<file path="config.mk">
export PLATFORM = sky130hd
export DESIGN_NAME = gpio_wake_port
export DESIGN_NICKNAME = d
export VERILOG_FILES = /design/src/rtl/gpio_wake_pkg.sv /design/src/rtl/gpio_dir_ctl.sv /design/src/rtl/gpio_sampler.sv /design/src/rtl/gpio_wake_ctl.sv /design/src/rtl/gpio_wake_port.sv
export SDC_FILE = /design/constraint.sdc
export NUM_CORES = 1
export LEC_CHECK = 0
export BUFFER_PORTS_ARGS = -buffer_cell sky130_fd_sc_hd__buf_2
export CORE_ASPECT_RATIO = 0.9
export CORE_MARGIN = 1
export CORE_UTILIZATION = 45
export DETAILED_ROUTE_END_ITERATION = 10
export HOLD_SLACK_MARGIN = 0.06
export PLACE_DENSITY_LB_ADDON = 0.25
export SLEW_MARGIN = 20
export SYNTH_ARGS = -nofsm -noshare
export SYNTH_HDL_FRONTEND = slang
export SYNTH_SLANG_ARGS = --single-unit
</file>
<file path="constraint.sdc">
create_clock -name clk -period 2.1 [get_ports clk]
set_clock_uncertainty 0.1 [all_clocks]
set_input_delay 0.315 -clock clk [delete_from_list [all_inputs] [get_ports clk]]
set_output_delay 0.315 -clock clk [all_outputs]
set_load 0.005 [all_outputs]
</file>
<file path="src/rtl/gpio_wake_pkg.sv">
package gpio_wake_pkg;
  localparam int unsigned READ_W = 8;

  // one-hot mask of a single pin index within a port of n pins
  function automatic logic [31:0] pin_bit(input int unsigned idx);
    logic [31:0] m;
    m = '0;
    m[idx] = 1'b1;
    return m;
  endfunction
endpackage

</file>
<file path="src/rtl/gpio_dir_ctl.sv">
module gpio_dir_ctl #(
  parameter int unsigned         NUM_PINS    = 4,
  parameter int unsigned         IN_ONLY_PIN = 3,
  parameter int unsigned         TMR_PIN     = 2,
  parameter logic [NUM_PINS-1:0] SHARED_MASK = 4'b1011
) (
  input  logic                clk,
  input  logic                rst,
  input  logic                dir_wr,
  input  logic [NUM_PINS-1:0] dir_data,
  input  logic                tmr_clk_sel,
  input  logic                pullup_n,
  input  logic                wake_n,
  output logic [NUM_PINS-1:0] oe_o,
  output logic [NUM_PINS-1:0] pu_o,
  output logic [NUM_PINS-1:0] wake_en_o
);
  logic [NUM_PINS-1:0] dir_q;
  logic [NUM_PINS-1:0] dir_eff;
  logic [NUM_PINS-1:0] oe_next;
  logic [NUM_PINS-1:0] pu_next;

  always_ff @(posedge clk) begin
    if (rst)         dir_q <= '1;
    else if (dir_wr) dir_q <= dir_data;
  end

  for (genvar i = 0; i < NUM_PINS; i++) begin : g_pin
    if (i == IN_ONLY_PIN) begin : g_in_only
      assign dir_eff[i] = 1'b1;
      assign oe_next[i] = 1'b0;
    end else if (i == TMR_PIN) begin : g_tmr
      assign dir_eff[i] = dir_q[i];
      assign oe_next[i] = ~dir_q[i] & ~tmr_clk_sel;
    end else begin : g_plain
      assign dir_eff[i] = dir_q[i];
      assign oe_next[i] = ~dir_q[i];
    end
    assign pu_next[i]   = SHARED_MASK[i] & dir_eff[i] & ~pullup_n;
    assign wake_en_o[i] = SHARED_MASK[i] & dir_eff[i] & ~wake_n;
  end

  always_ff @(posedge clk) begin
    if (rst) begin
      oe_o <= '0;
      pu_o <= '0;
    end else begin
      oe_o <= oe_next;
      pu_o <= pu_next;
    end
  end

  // the input-only pin never drives
  p_in_only_r2: assert property (@(posedge clk) disable iff (rst)
    !oe_o[IN_ONLY_PIN]);

  // timer clock selection takes pin 2 off the driver
  p_tmr_override_r7: assert property (@(posedge clk) disable iff (rst)
    $past(tmr_clk_sel) |-> !oe_o[TMR_PIN]);
endmodule

</file>
<file path="src/rtl/gpio_sampler.sv">
module gpio_sampler #(
  parameter int unsigned NUM_PINS = 4,
  parameter int unsigned READ_W   = 8
) (
  input  logic                clk,
  input  logic                rst,
  input  logic [NUM_PINS-1:0] pin_i,
  input  logic                rd_i,
  output logic [NUM_PINS-1:0] smp_o,
  output logic [NUM_PINS-1:0] snap_o,
  output logic [READ_W-1:0]   rd_data_o
);
  localparam int unsigned PAD_W = READ_W - NUM_PINS;

  logic [NUM_PINS-1:0] smp_q  = '0;
  logic [NUM_PINS-1:0] snap_q = '0;

  always_ff @(posedge clk) smp_q <= pin_i;

  always_ff @(posedge clk) begin
    if (rst || rd_i) snap_q <= smp_q;
  end

  assign smp_o     = smp_q;
  assign snap_o    = snap_q;
  assign rd_data_o = {{PAD_W{1'b0}}, smp_q};

  // reads follow the pads by one clock
  p_rd_track_r1: assert property (@(posedge clk) disable iff (rst)
    rd_data_o[NUM_PINS-1:0] == $past(pin_i));
endmodule

</file>
<file path="src/rtl/gpio_wake_ctl.sv">
module gpio_wake_ctl #(
  parameter int unsigned NUM_PINS = 4
) (
  input  logic                clk,
  input  logic                rst,
  input  logic                sleep,
  input  logic [NUM_PINS-1:0] smp_i,
  input  logic [NUM_PINS-1:0] snap_i,
  input  logic [NUM_PINS-1:0] wake_en_i,
  output logic                wake_req_o,
  output logic                cause_o
);
  logic hit;
  logic wake_q  = 1'b0;
  logic pend_q  = 1'b0;
  logic cause_q = 1'b0;

  assign hit = sleep & (|((smp_i ^ snap_i) & wake_en_i));

  always_ff @(posedge clk) begin
    if (rst) wake_q <= 1'b0;
    else     wake_q <= hit;
  end

  // pending flag survives the reset that the wake causes
  always_ff @(posedge clk) begin
    if (hit && !rst)         pend_q <= 1'b1;
    else if (!rst && !sleep) pend_q <= 1'b0;
  end

  always_ff @(posedge clk) begin
    if (rst) cause_q <= pend_q;
  end

  assign wake_req_o = wake_q;
  assign cause_o    = cause_q;

  // no wake request while awake
  p_wake_needs_sleep_r8: assert property (@(posedge clk) disable iff (rst)
    wake_req_o |-> $past(sleep));

  // cause flag only moves on reset
  p_cause_hold_r9: assert property (@(posedge clk) disable iff (rst)
    !$past(rst) |-> $stable(cause_o));
endmodule

</file>
<file path="src/rtl/gpio_wake_port.sv">
module gpio_wake_port #(
  parameter int unsigned         NUM_PINS    = 4,
  parameter int unsigned         READ_W      = gpio_wake_pkg::READ_W,
  parameter int unsigned         IN_ONLY_PIN = 3,
  parameter int unsigned         TMR_PIN     = 2,
  parameter logic [NUM_PINS-1:0] SHARED_MASK = 4'b1011
) (
  input  logic                clk,
  input  logic                rst,
  input  logic [NUM_PINS-1:0] pin_i,
  input  logic                port_wr,
  input  logic                dir_wr,
  input  logic [NUM_PINS-1:0] wr_data,
  input  logic                port_rd,
  output logic [READ_W-1:0]   rd_data,
  input  logic                tmr_clk_sel,
  input  logic                pullup_n,
  input  logic                wake_n,
  input  logic                sleep,
  output logic [NUM_PINS-1:0] out_val,
  output logic [NUM_PINS-1:0] out_en,
  output logic [NUM_PINS-1:0] pull_en,
  output logic                wake_req,
  output logic                wake_cause
);
  localparam logic [31:0] IN_ONLY_BIT = gpio_wake_pkg::pin_bit(IN_ONLY_PIN);

  logic [NUM_PINS-1:0] lat_q;
  logic [NUM_PINS-1:0] smp;
  logic [NUM_PINS-1:0] snap;
  logic [NUM_PINS-1:0] wake_en;

  always_ff @(posedge clk) begin
    if (rst)          lat_q <= '0;
    else if (port_wr) lat_q <= wr_data;
  end
  assign out_val = lat_q;

  gpio_dir_ctl #(
    .NUM_PINS(NUM_PINS), .IN_ONLY_PIN(IN_ONLY_PIN),
    .TMR_PIN(TMR_PIN), .SHARED_MASK(SHARED_MASK)
  ) u_dir (
    .clk(clk), .rst(rst), .dir_wr(dir_wr), .dir_data(wr_data),
    .tmr_clk_sel(tmr_clk_sel), .pullup_n(pullup_n), .wake_n(wake_n),
    .oe_o(out_en), .pu_o(pull_en), .wake_en_o(wake_en)
  );

  gpio_sampler #(.NUM_PINS(NUM_PINS), .READ_W(READ_W)) u_smp (
    .clk(clk), .rst(rst), .pin_i(pin_i), .rd_i(port_rd),
    .smp_o(smp), .snap_o(snap), .rd_data_o(rd_data)
  );

  gpio_wake_ctl #(.NUM_PINS(NUM_PINS)) u_wake (
    .clk(clk), .rst(rst), .sleep(sleep), .smp_i(smp), .snap_i(snap),
    .wake_en_i(wake_en), .wake_req_o(wake_req), .cause_o(wake_cause)
  );

  // pull-up never on a driving pin
  p_pull_vs_drive_r6: assert property (@(posedge clk) disable iff (rst)
    (pull_en & out_en) == '0);

  // latch holds without a port write
  p_latch_hold_r5: assert property (@(posedge clk) disable iff (rst)
    !$past(port_wr) |-> $stable(out_val));

  // unimplemented read bits stay zero
  p_rd_upper_r1: assert property (@(posedge clk) disable iff (rst)
    rd_data[READ_W-1:NUM_PINS] == '0);

  // the input-only pin is never enabled
  p_in_only_top_r2: assert property (@(posedge clk) disable iff (rst)
    (out_en & IN_ONLY_BIT[NUM_PINS-1:0]) == '0);
endmodule

</file>
==> impl_metrics.prom, run 1 <==
# TYPE chip_impl_metric gauge
chip_impl_metric{name="drt-initial-drc-count",unit=""} 3
chip_impl_info{name="clockRootBuffer",value="sky130_fd_sc_hd__clkbuf_4"} 1
chip_impl_metric{name="hold_violations",unit=""} 0
chip_impl_info{name="timing.hold.worst.class",value="in2reg"} 1
chip_impl_metric{name="ant_nets",unit=""} 0
chip_impl_metric{name="grt_usage",unit=""} 0.149
chip_impl_metric{name="grt_first_pass_wirelength",unit="µm"} 1860
chip_impl_metric{name="drt-total-wl",unit="µm"} 1160
chip_impl_metric{name="antenna-diode-count",unit=""} 0
chip_impl_metric{name="area_delta_synth_final",unit="%"} 29.9
chip_impl_metric{name="global_route.usage.met1",unit=""} 0.159
chip_impl_info{name="status",value="finished, final reports clean"} 1
chip_impl_metric{name="final_layout_size_suffix_gt1_frac",unit=""} 0.366
chip_impl_metric{name="mappedNetlistArea",unit="µm²"} 762
chip_impl_metric{name="placement.io_buffers",unit=""} 32
chip_impl_metric{name="netlist-cell-type-count",unit=""} 19
chip_impl_info{name="cp_top_family",value="flip-flops"} 1
chip_impl_info{name="cp-start-kind",value="flip-flop"} 1
chip_impl_metric{name="max_clock_buf_depth",unit=""} 2
chip_impl_metric{name="dieArea",unit="µm²"} 1860
chip_impl_metric{name="chipWidth",unit="µm"} 45.4
chip_impl_metric{name="finalMaxSlewViolations",unit=""} 0
chip_impl_metric{name="drt_wl_cell",unit="µm"} 9.41
chip_impl_info{name="gr-max-usage-layer",value="met2"} 1
chip_impl_metric{name="globalplace.congestion",unit=""} 0.648
chip_impl_metric{name="synthArstFlopShare",unit=""} 0
chip_impl_metric{name="gr-total-overflow",unit=""} 0
chip_impl_info{name="synth_commonest_cells",value="19 x sky130_fd_sc_hd__dfxtp_1, 9 x sky130_fd_sc_hd__nor2_1, 6 x sky130_fd_sc_hd__buf_4"} 1
chip_impl_metric{name="cts_inserted_buffers",unit=""} 3
chip_impl_metric{name="switch_share",unit=""} 0.218
chip_impl_metric{name="layout.nets",unit=""} 119
chip_impl_metric{name="yosysWarnings",unit=""} 0
chip_impl_metric{name="power.net_switching",unit="µW"} 167
chip_impl_info{name="grt_setup_unrepaired",value="false"} 1
chip_impl_metric{name="cp_num_buf_inv",unit=""} 1
chip_impl_metric{name="worst_path_max_stage_delay",unit="ps"} 390
chip_impl_info{name="worst_setup_end_kind",value="output pin"} 1
chip_impl_info{name="yosys_most_used_dff",value="sky130_fd_sc_hd__dfxtp_1"} 1
chip_impl_info{name="worstPathCellList",value="buf_2"} 1
chip_impl_metric{name="power",unit="µW"} 768
chip_impl_metric{name="max_clock_freq",unit="MHz"} 810
chip_impl_metric{name="seq_power_share",unit=""} 0.643
chip_impl_metric{name="power.clock.fraction",unit=""} 0.248
chip_impl_metric{name="final-setup-viol-count",unit=""} 0
chip_impl_metric{name="seq_area_frac_synth",unit=""} 0.657
chip_impl_metric{name="critical_path_arrival",unit="ps"} 820
chip_impl_metric{name="netlist_instances",unit=""} 63
chip_impl_metric{name="worst_skew_pair.late_latency",unit="ps"} 300
chip_impl_metric{name="clkTransAtPathRegs",unit="ps"} 110
chip_impl_metric{name="post-route-period-util",unit=""} 0.588
chip_impl_metric{name="drtPass1Iterations",unit=""} 3
chip_impl_metric{name="max_cap_viol_count",unit=""} 0
chip_impl_metric{name="number_of_synthesized_flops_with_an_enable_pin",unit=""} 4
chip_impl_metric{name="critical_path_peak_fanout",unit=""} 3
chip_impl_metric{name="final.min_clock_period",unit="ps"} 1230
chip_impl_metric{name="leakage",unit="nW"} 0.483
chip_impl_metric{name="fillerInstances",unit=""} 132
chip_impl_info{name="slowest_stage",value="sky130_fd_sc_hd__dfxtp_1"} 1
chip_impl_metric{name="postSynthRegisterBits",unit=""} 23
chip_impl_metric{name="first_global_vias",unit=""} 462
chip_impl_metric{name="mean_syn_cell_area",unit="µm²"} 12.1
chip_impl_metric{name="ctsResizeCount",unit=""} 0
chip_impl_metric{name="io_pins",unit=""} 39
chip_impl_info{name="yosysMostFrequentCell",value="sky130_fd_sc_hd__dfxtp_1"} 1
chip_impl_metric{name="detailed_placer_s_ending_hpwl",unit="µm"} 807
chip_impl_metric{name="drc",unit=""} 0
chip_impl_info{name="netlist.top_cell.by_area",value="sky130_fd_sc_hd__dfxtp_1"} 1
chip_impl_metric{name="global_route.usage.met3",unit=""} 0.0661
chip_impl_metric{name="die_y",unit="µm"} 41.0
chip_impl_metric{name="power-per-cell-area",unit="nW/µm²"} 776
chip_impl_metric{name="p_comb_frac",unit=""} 0.109
chip_impl_info{name="criticalPathCategory",value="reg2out"} 1
chip_impl_metric{name="via_count",unit=""} 527
chip_impl_metric{name="met2_usage_in_global_routing",unit=""} 0.257
chip_impl_info{name="yosys-top-cells-area",value="sky130_fd_sc_hd__dfxtp_1 50%, sky130_fd_sc_hd__edfxtp_1 16%, sky130_fd_sc_hd__buf_4 5.9%"} 1
chip_impl_metric{name="p_int",unit="µW"} 600
chip_impl_metric{name="numClockSinks",unit=""} 23
chip_impl_metric{name="timing.critical_path.required",unit="ps"} 1680
chip_impl_metric{name="count_of_h_tree_levels_built_during_cts",unit=""} 1
chip_impl_metric{name="max-vdd-ir-drop",unit="mV"} 0.464
chip_impl_info{name="tritoncts",value="done"} 1
chip_impl_metric{name="vias_per_cell",unit=""} 4.28
chip_impl_metric{name="core",unit="µm²"} 1510
chip_impl_metric{name="number_of_placement_rows",unit=""} 13
chip_impl_metric{name="initial_core_util",unit=""} 0.504
chip_impl_metric{name="timing.setup.tns",unit="ps"} 0
chip_impl_metric{name="synth_top_cell_area_share",unit=""} 0.499
chip_impl_metric{name="grt_antenna_before_repair",unit=""} 0
chip_impl_metric{name="pin_count_of_the_biggest_net_entering_global_routing",unit=""} 16
[routing by layer]
layer | wire, µm | vias to the layer above
li1 | - | 272
met5 | 0 | -
met1 | 508 | 224
met2 | 530 | 29
met3 | 102 | 2
met4 | 15 | 0
[state kept, by name (all words and copies together) (netlist names)]
register / count
u_smp.snap_o: 3
u_wake.cause_o: 1
u_dir.oe_o: 3
u_smp.smp_o: 4
u_dir.dir_q: 3
out_val: 4
u_wake.pend_q: 1
u_dir.pu_o: 3
u_wake.wake_req_o: 1
[cell families after synthesis]
group | count (synthesis) | synth area share
muxes | 4 | 0.0525
AOI/OAI and AO/OA | 6 | 0.0690
xor gates and xnor gates | 3 | 0.0345
and+or+nand+nor | 17 | 0.105
other | 1 | 0.00492
DFF | 23 | 0.657
buffers and inverters | 9 | 0.0772
[what timing repair did]
item / in CTS / in global routing
setup buffers: 0 / 0
hold buffers: 5 / 0
endpoints found under the hold margin: 5 / 0
[through the flow]
step,util,hold slack (ps),area [µm²],std cells,worst slack (ps)
after detailed placement,0.604,303,913,114,895
after global routing,0.654,60.5,990,123,811
final,0.654,81.0,990,123,865
after global placement,0.604,300,913,114,918
after floorplan,-,243,781,68,985
after CTS,0.654,73.7,990,123,861
[layout make-up]
cell class | instances | area [µm²] | share of cell area
Clock buffer | 4 | 26.3 | 0.0265
Inverter | 1 | 3.75 | 0.00379
Multi-Input combinational cell | 36 | 221 | 0.224
Sequential cell | 23 | 500 | 0.506
Tap cell | 22 | 27.5 | 0.0278
Timing Repair Buffer | 37 | 210 | 0.212
[worst paths after layout]
check	from	to	slack [ps]	cells past startpoint
worst max register to register	u_smp.snap_o[0]	u_wake.pend_q	920	3
worst max-delay path	u_smp.smp_o[1]	rd_data[1]	870	1
worst min-delay path	pullup_n	u_dir.pu_o[3]	80	2
worst min register to register	u_dir.dir_q[2]	u_dir.oe_o[2]	320	1
[placed cells by master (no fill, tap or decap), drive strengths merged, types with 3 or more instances in the layout]
master        n
buf          32
dfxtp        19
nor2          9
conb          6
dlygate4sd3   5
mux2i         4
edfxtp        4
clkbuf        4
xor2          3
nor2b         3
a211o         3
[power groups by stage]
stage	Sequential [mW]	Combinational, mW	Clock, mW
floorplan	0.505	0.0458	0
global placement	0.503	0.0748	0
detailed placement	0.503	0.0768	0
CTS	0.494	0.0842	0.195
global route	0.498	0.0950	0.213
finish	0.493	0.0839	0.190
No activity file was read; power rests on OpenSTA's default activity.
==> run 2: changes to the inputs <==
CORE_UTILIZATION = 38   (was 45)
clock period = 1 ns   (was 2.1 ns; I/O delays follow)
==> run 2 against run 1 <==
Net effect:
- the run now ends with negative setup slack left
- critical path depth is 2 higher
- design area increased by 15%
- non-clock buffer count is 12 higher
- global-route usage is 1.3 points lower
- critical path type is now reg2reg
- highest routed layer unchanged
==> impl_metrics.prom, run 2 (synthesized netlist as in run 1, its figures left out) <==
# TYPE chip_impl_metric gauge
chip_impl_metric{name="leakage",unit="nW"} 0.546
chip_impl_metric{name="worst_skew_pair.late_latency",unit="ps"} 300
chip_impl_metric{name="max_clock_freq",unit="MHz"} 890
chip_impl_info{name="violated_checks",value="negative setup slack"} 1
chip_impl_metric{name="worst_path_max_stage_delay",unit="ps"} 390
chip_impl_metric{name="drtPass1Iterations",unit=""} 1
chip_impl_info{name="criticalPathCategory",value="reg2reg"} 1
chip_impl_metric{name="max-vdd-ir-drop",unit="mV"} 1.10
chip_impl_metric{name="vias_per_cell",unit=""} 4.27
chip_impl_metric{name="power.clock.fraction",unit=""} 0.242
chip_impl_metric{name="met3_wirelength",unit="µm"} 93
chip_impl_info{name="layout_common_cells",value="28 x sky130_fd_sc_hd__buf_2, 12 x sky130_fd_sc_hd__dlygate4sd3_1, 12 x sky130_fd_sc_hd__dfxtp_1"} 1
chip_impl_metric{name="clkTransAtPathRegs",unit="ps"} 110
chip_impl_metric{name="power.net_switching",unit="µW"} 371
chip_impl_info{name="tritoncts",value="done"} 1
chip_impl_metric{name="depth_of_the_critical_timing_path_with_buffers_and_inverters_included",unit=""} 3
chip_impl_metric{name="final.setup.worst_slack",unit="ps"} -124
chip_impl_metric{name="critical_path_peak_fanout",unit=""} 2
chip_impl_info{name="clockRootBuffer",value="sky130_fd_sc_hd__clkbuf_4"} 1
chip_impl_metric{name="gr-total-overflow",unit=""} 0
chip_impl_metric{name="post_cts_buffers",unit=""} 0
chip_impl_info{name="timing.hold.worst.class",value="in2reg"} 1
chip_impl_metric{name="max_clock_buf_depth",unit=""} 2
chip_impl_metric{name="via_count",unit=""} 585
chip_impl_info{name="worstPathCellList",value="xor2_1 > a221oi_2 > a21oi_1"} 1
chip_impl_metric{name="timing.critical_path.required",unit="ps"} 1090
chip_impl_metric{name="count_of_h_tree_levels_built_during_cts",unit=""} 1
chip_impl_metric{name="placement.io_buffers",unit=""} 32
chip_impl_metric{name="antenna-diode-count",unit=""} 0
chip_impl_metric{name="drt-initial-drc-count",unit=""} 0
chip_impl_metric{name="p_int",unit="mW"} 1.31
chip_impl_metric{name="finalMaxSlewViolations",unit=""} 0
chip_impl_metric{name="drt-total-wl",unit="µm"} 1420
chip_impl_info{name="status",value="finished with violations"} 1
chip_impl_metric{name="final_layout_size_suffix_gt1_frac",unit=""} 0.434
chip_impl_metric{name="drc",unit=""} 0
chip_impl_metric{name="cp_num_buf_inv",unit=""} 0
chip_impl_info{name="slowest_stage",value="sky130_fd_sc_hd__edfxtp_1"} 1
chip_impl_metric{name="dieArea",unit="µm²"} 2190
chip_impl_metric{name="io_pins",unit=""} 39
chip_impl_info{name="cp-start-kind",value="flip-flop"} 1
chip_impl_info{name="top_signal_layer_used",value="met4"} 1
chip_impl_metric{name="layout.nets",unit=""} 131
chip_impl_metric{name="number_of_placement_rows",unit=""} 14
chip_impl_metric{name="switch_share",unit=""} 0.221
chip_impl_metric{name="critical_path_arrival",unit="ps"} 1220
chip_impl_metric{name="pin_count_of_the_biggest_net_entering_global_routing",unit=""} 13
chip_impl_metric{name="hold_violations",unit=""} 0
chip_impl_metric{name="first_global_vias",unit=""} 537
chip_impl_metric{name="fillerInstances",unit=""} 154
chip_impl_metric{name="post-route-period-util",unit=""} 1.12
chip_impl_metric{name="p_comb_frac",unit=""} 0.137
chip_impl_metric{name="reg2regPathDepth",unit=""} 3
chip_impl_info{name="grt_setup_unrepaired",value="true"} 1
chip_impl_metric{name="die_y",unit="µm"} 44.5
chip_impl_metric{name="wl_met2",unit="µm"} 669
chip_impl_metric{name="initial_core_util",unit=""} 0.431
chip_impl_metric{name="power",unit="mW"} 1.68
chip_impl_info{name="layout_commonest_cell",value="sky130_fd_sc_hd__buf_2"} 1
chip_impl_metric{name="min_delay_path_depth",unit=""} 2
chip_impl_metric{name="globalplace.congestion",unit=""} 0.670
chip_impl_metric{name="area_delta_synth_final",unit="%"} 49.8
chip_impl_metric{name="detailed_placer_s_ending_hpwl",unit="µm"} 959
chip_impl_metric{name="grt_antenna_before_repair",unit=""} 0
chip_impl_metric{name="drt_wl_cell",unit="µm"} 10.4
chip_impl_metric{name="cts_inserted_buffers",unit=""} 3
chip_impl_metric{name="timing.setup.tns",unit="ps"} -490
chip_impl_metric{name="core",unit="µm²"} 1770
chip_impl_metric{name="grt_usage",unit=""} 0.135
chip_impl_metric{name="seq_power_share",unit=""} 0.621
chip_impl_metric{name="chipWidth",unit="µm"} 49.2
chip_impl_metric{name="ant_nets",unit=""} 0
chip_impl_metric{name="final-setup-viol-count",unit=""} 7
chip_impl_metric{name="power-per-cell-area",unit="nW/µm²"} 1470
chip_impl_metric{name="final.min_clock_period",unit="ps"} 1120
chip_impl_metric{name="hold_buffers",unit=""} 12
chip_impl_info{name="worst_setup_end_kind",value="flip-flop"} 1
chip_impl_metric{name="post_placement_worst_setup_slack",unit="ps"} -103
chip_impl_metric{name="routedLengthMet1",unit="µm"} 631
chip_impl_metric{name="numClockSinks",unit=""} 23
chip_impl_info{name="cp_top_family",value="flip-flops"} 1
chip_impl_metric{name="max_cap_viol_count",unit=""} 0
chip_impl_metric{name="grt_first_pass_wirelength",unit="µm"} 2240
[run 2: what timing repair did]
action,CTS,global route
endpoints found under the hold margin,18,2
endpoints found under the setup margin,10,19
pin swaps,0,2
resized for setup,10,3
[run 2: layout make-up]
cell class | instances | area (µm²) | area share
Clock buffer | 4 | 26.3 | 0.0230
Tap cell | 24 | 30.0 | 0.0263
Multi-Input combinational cell | 36 | 221 | 0.194
Sequential cell | 23 | 509 | 0.446
Inverter | 1 | 3.75 | 0.00329
Timing Repair Buffer | 49 | 350 | 0.307
[run 2: routing by layer]
| metal | vias to the layer above | track usage |
|---|---|---|
| met3 | 4 | 0.0378 |
| met4 | 0 | 0.0353 |
| met5 | - | 0 |
| met2 | 24 | 0.249 |
| li1 | 296 | - |
| met1 | 261 | 0.156 |
[run 2: metrics by stage]
step	hold WS, ps	area [µm²]	utilization	instances
detailed placement	154	953	0.539	121
global placement	153	953	0.539	121
finish	52.8	1140	0.645	137
CTS	32.2	1130	0.637	137
floorplan	77.7	781	-	68
global route	44.2	1140	0.645	137
[run 2: path summary, 6_finish.rpt]
kind	start	endpoint	slack, ps
setup reg to reg	u_smp.snap_o[0]	u_wake.pend_q	-120
hold / removal	dir_wr	u_dir.dir_q[2]	50
setup / recovery	u_smp.snap_o[0]	u_wake.pend_q	-120
hold reg to reg	u_dir.dir_q[2]	u_dir.oe_o[2]	310
[run 2: worst register-to-register path, cell delays in order (launching register included)]
cell and delay, ps:
sky130_fd_sc_hd__edfxtp_1 390, sky130_fd_sc_hd__xor2_1 160, sky130_fd_sc_hd__a221oi_2 280, sky130_fd_sc_hd__a21oi_1 90
[run 2: power by group through the flow]
stage	registers, mW	logic [mW]	clock network (mW)
final	1.04	0.230	0.406
after floorplan	1.06	0.0958	0
after detailed placement	1.06	0.179	0
after CTS	1.04	0.224	0.424
after global placement	1.06	0.175	0
after global routing	1.05	0.257	0.460
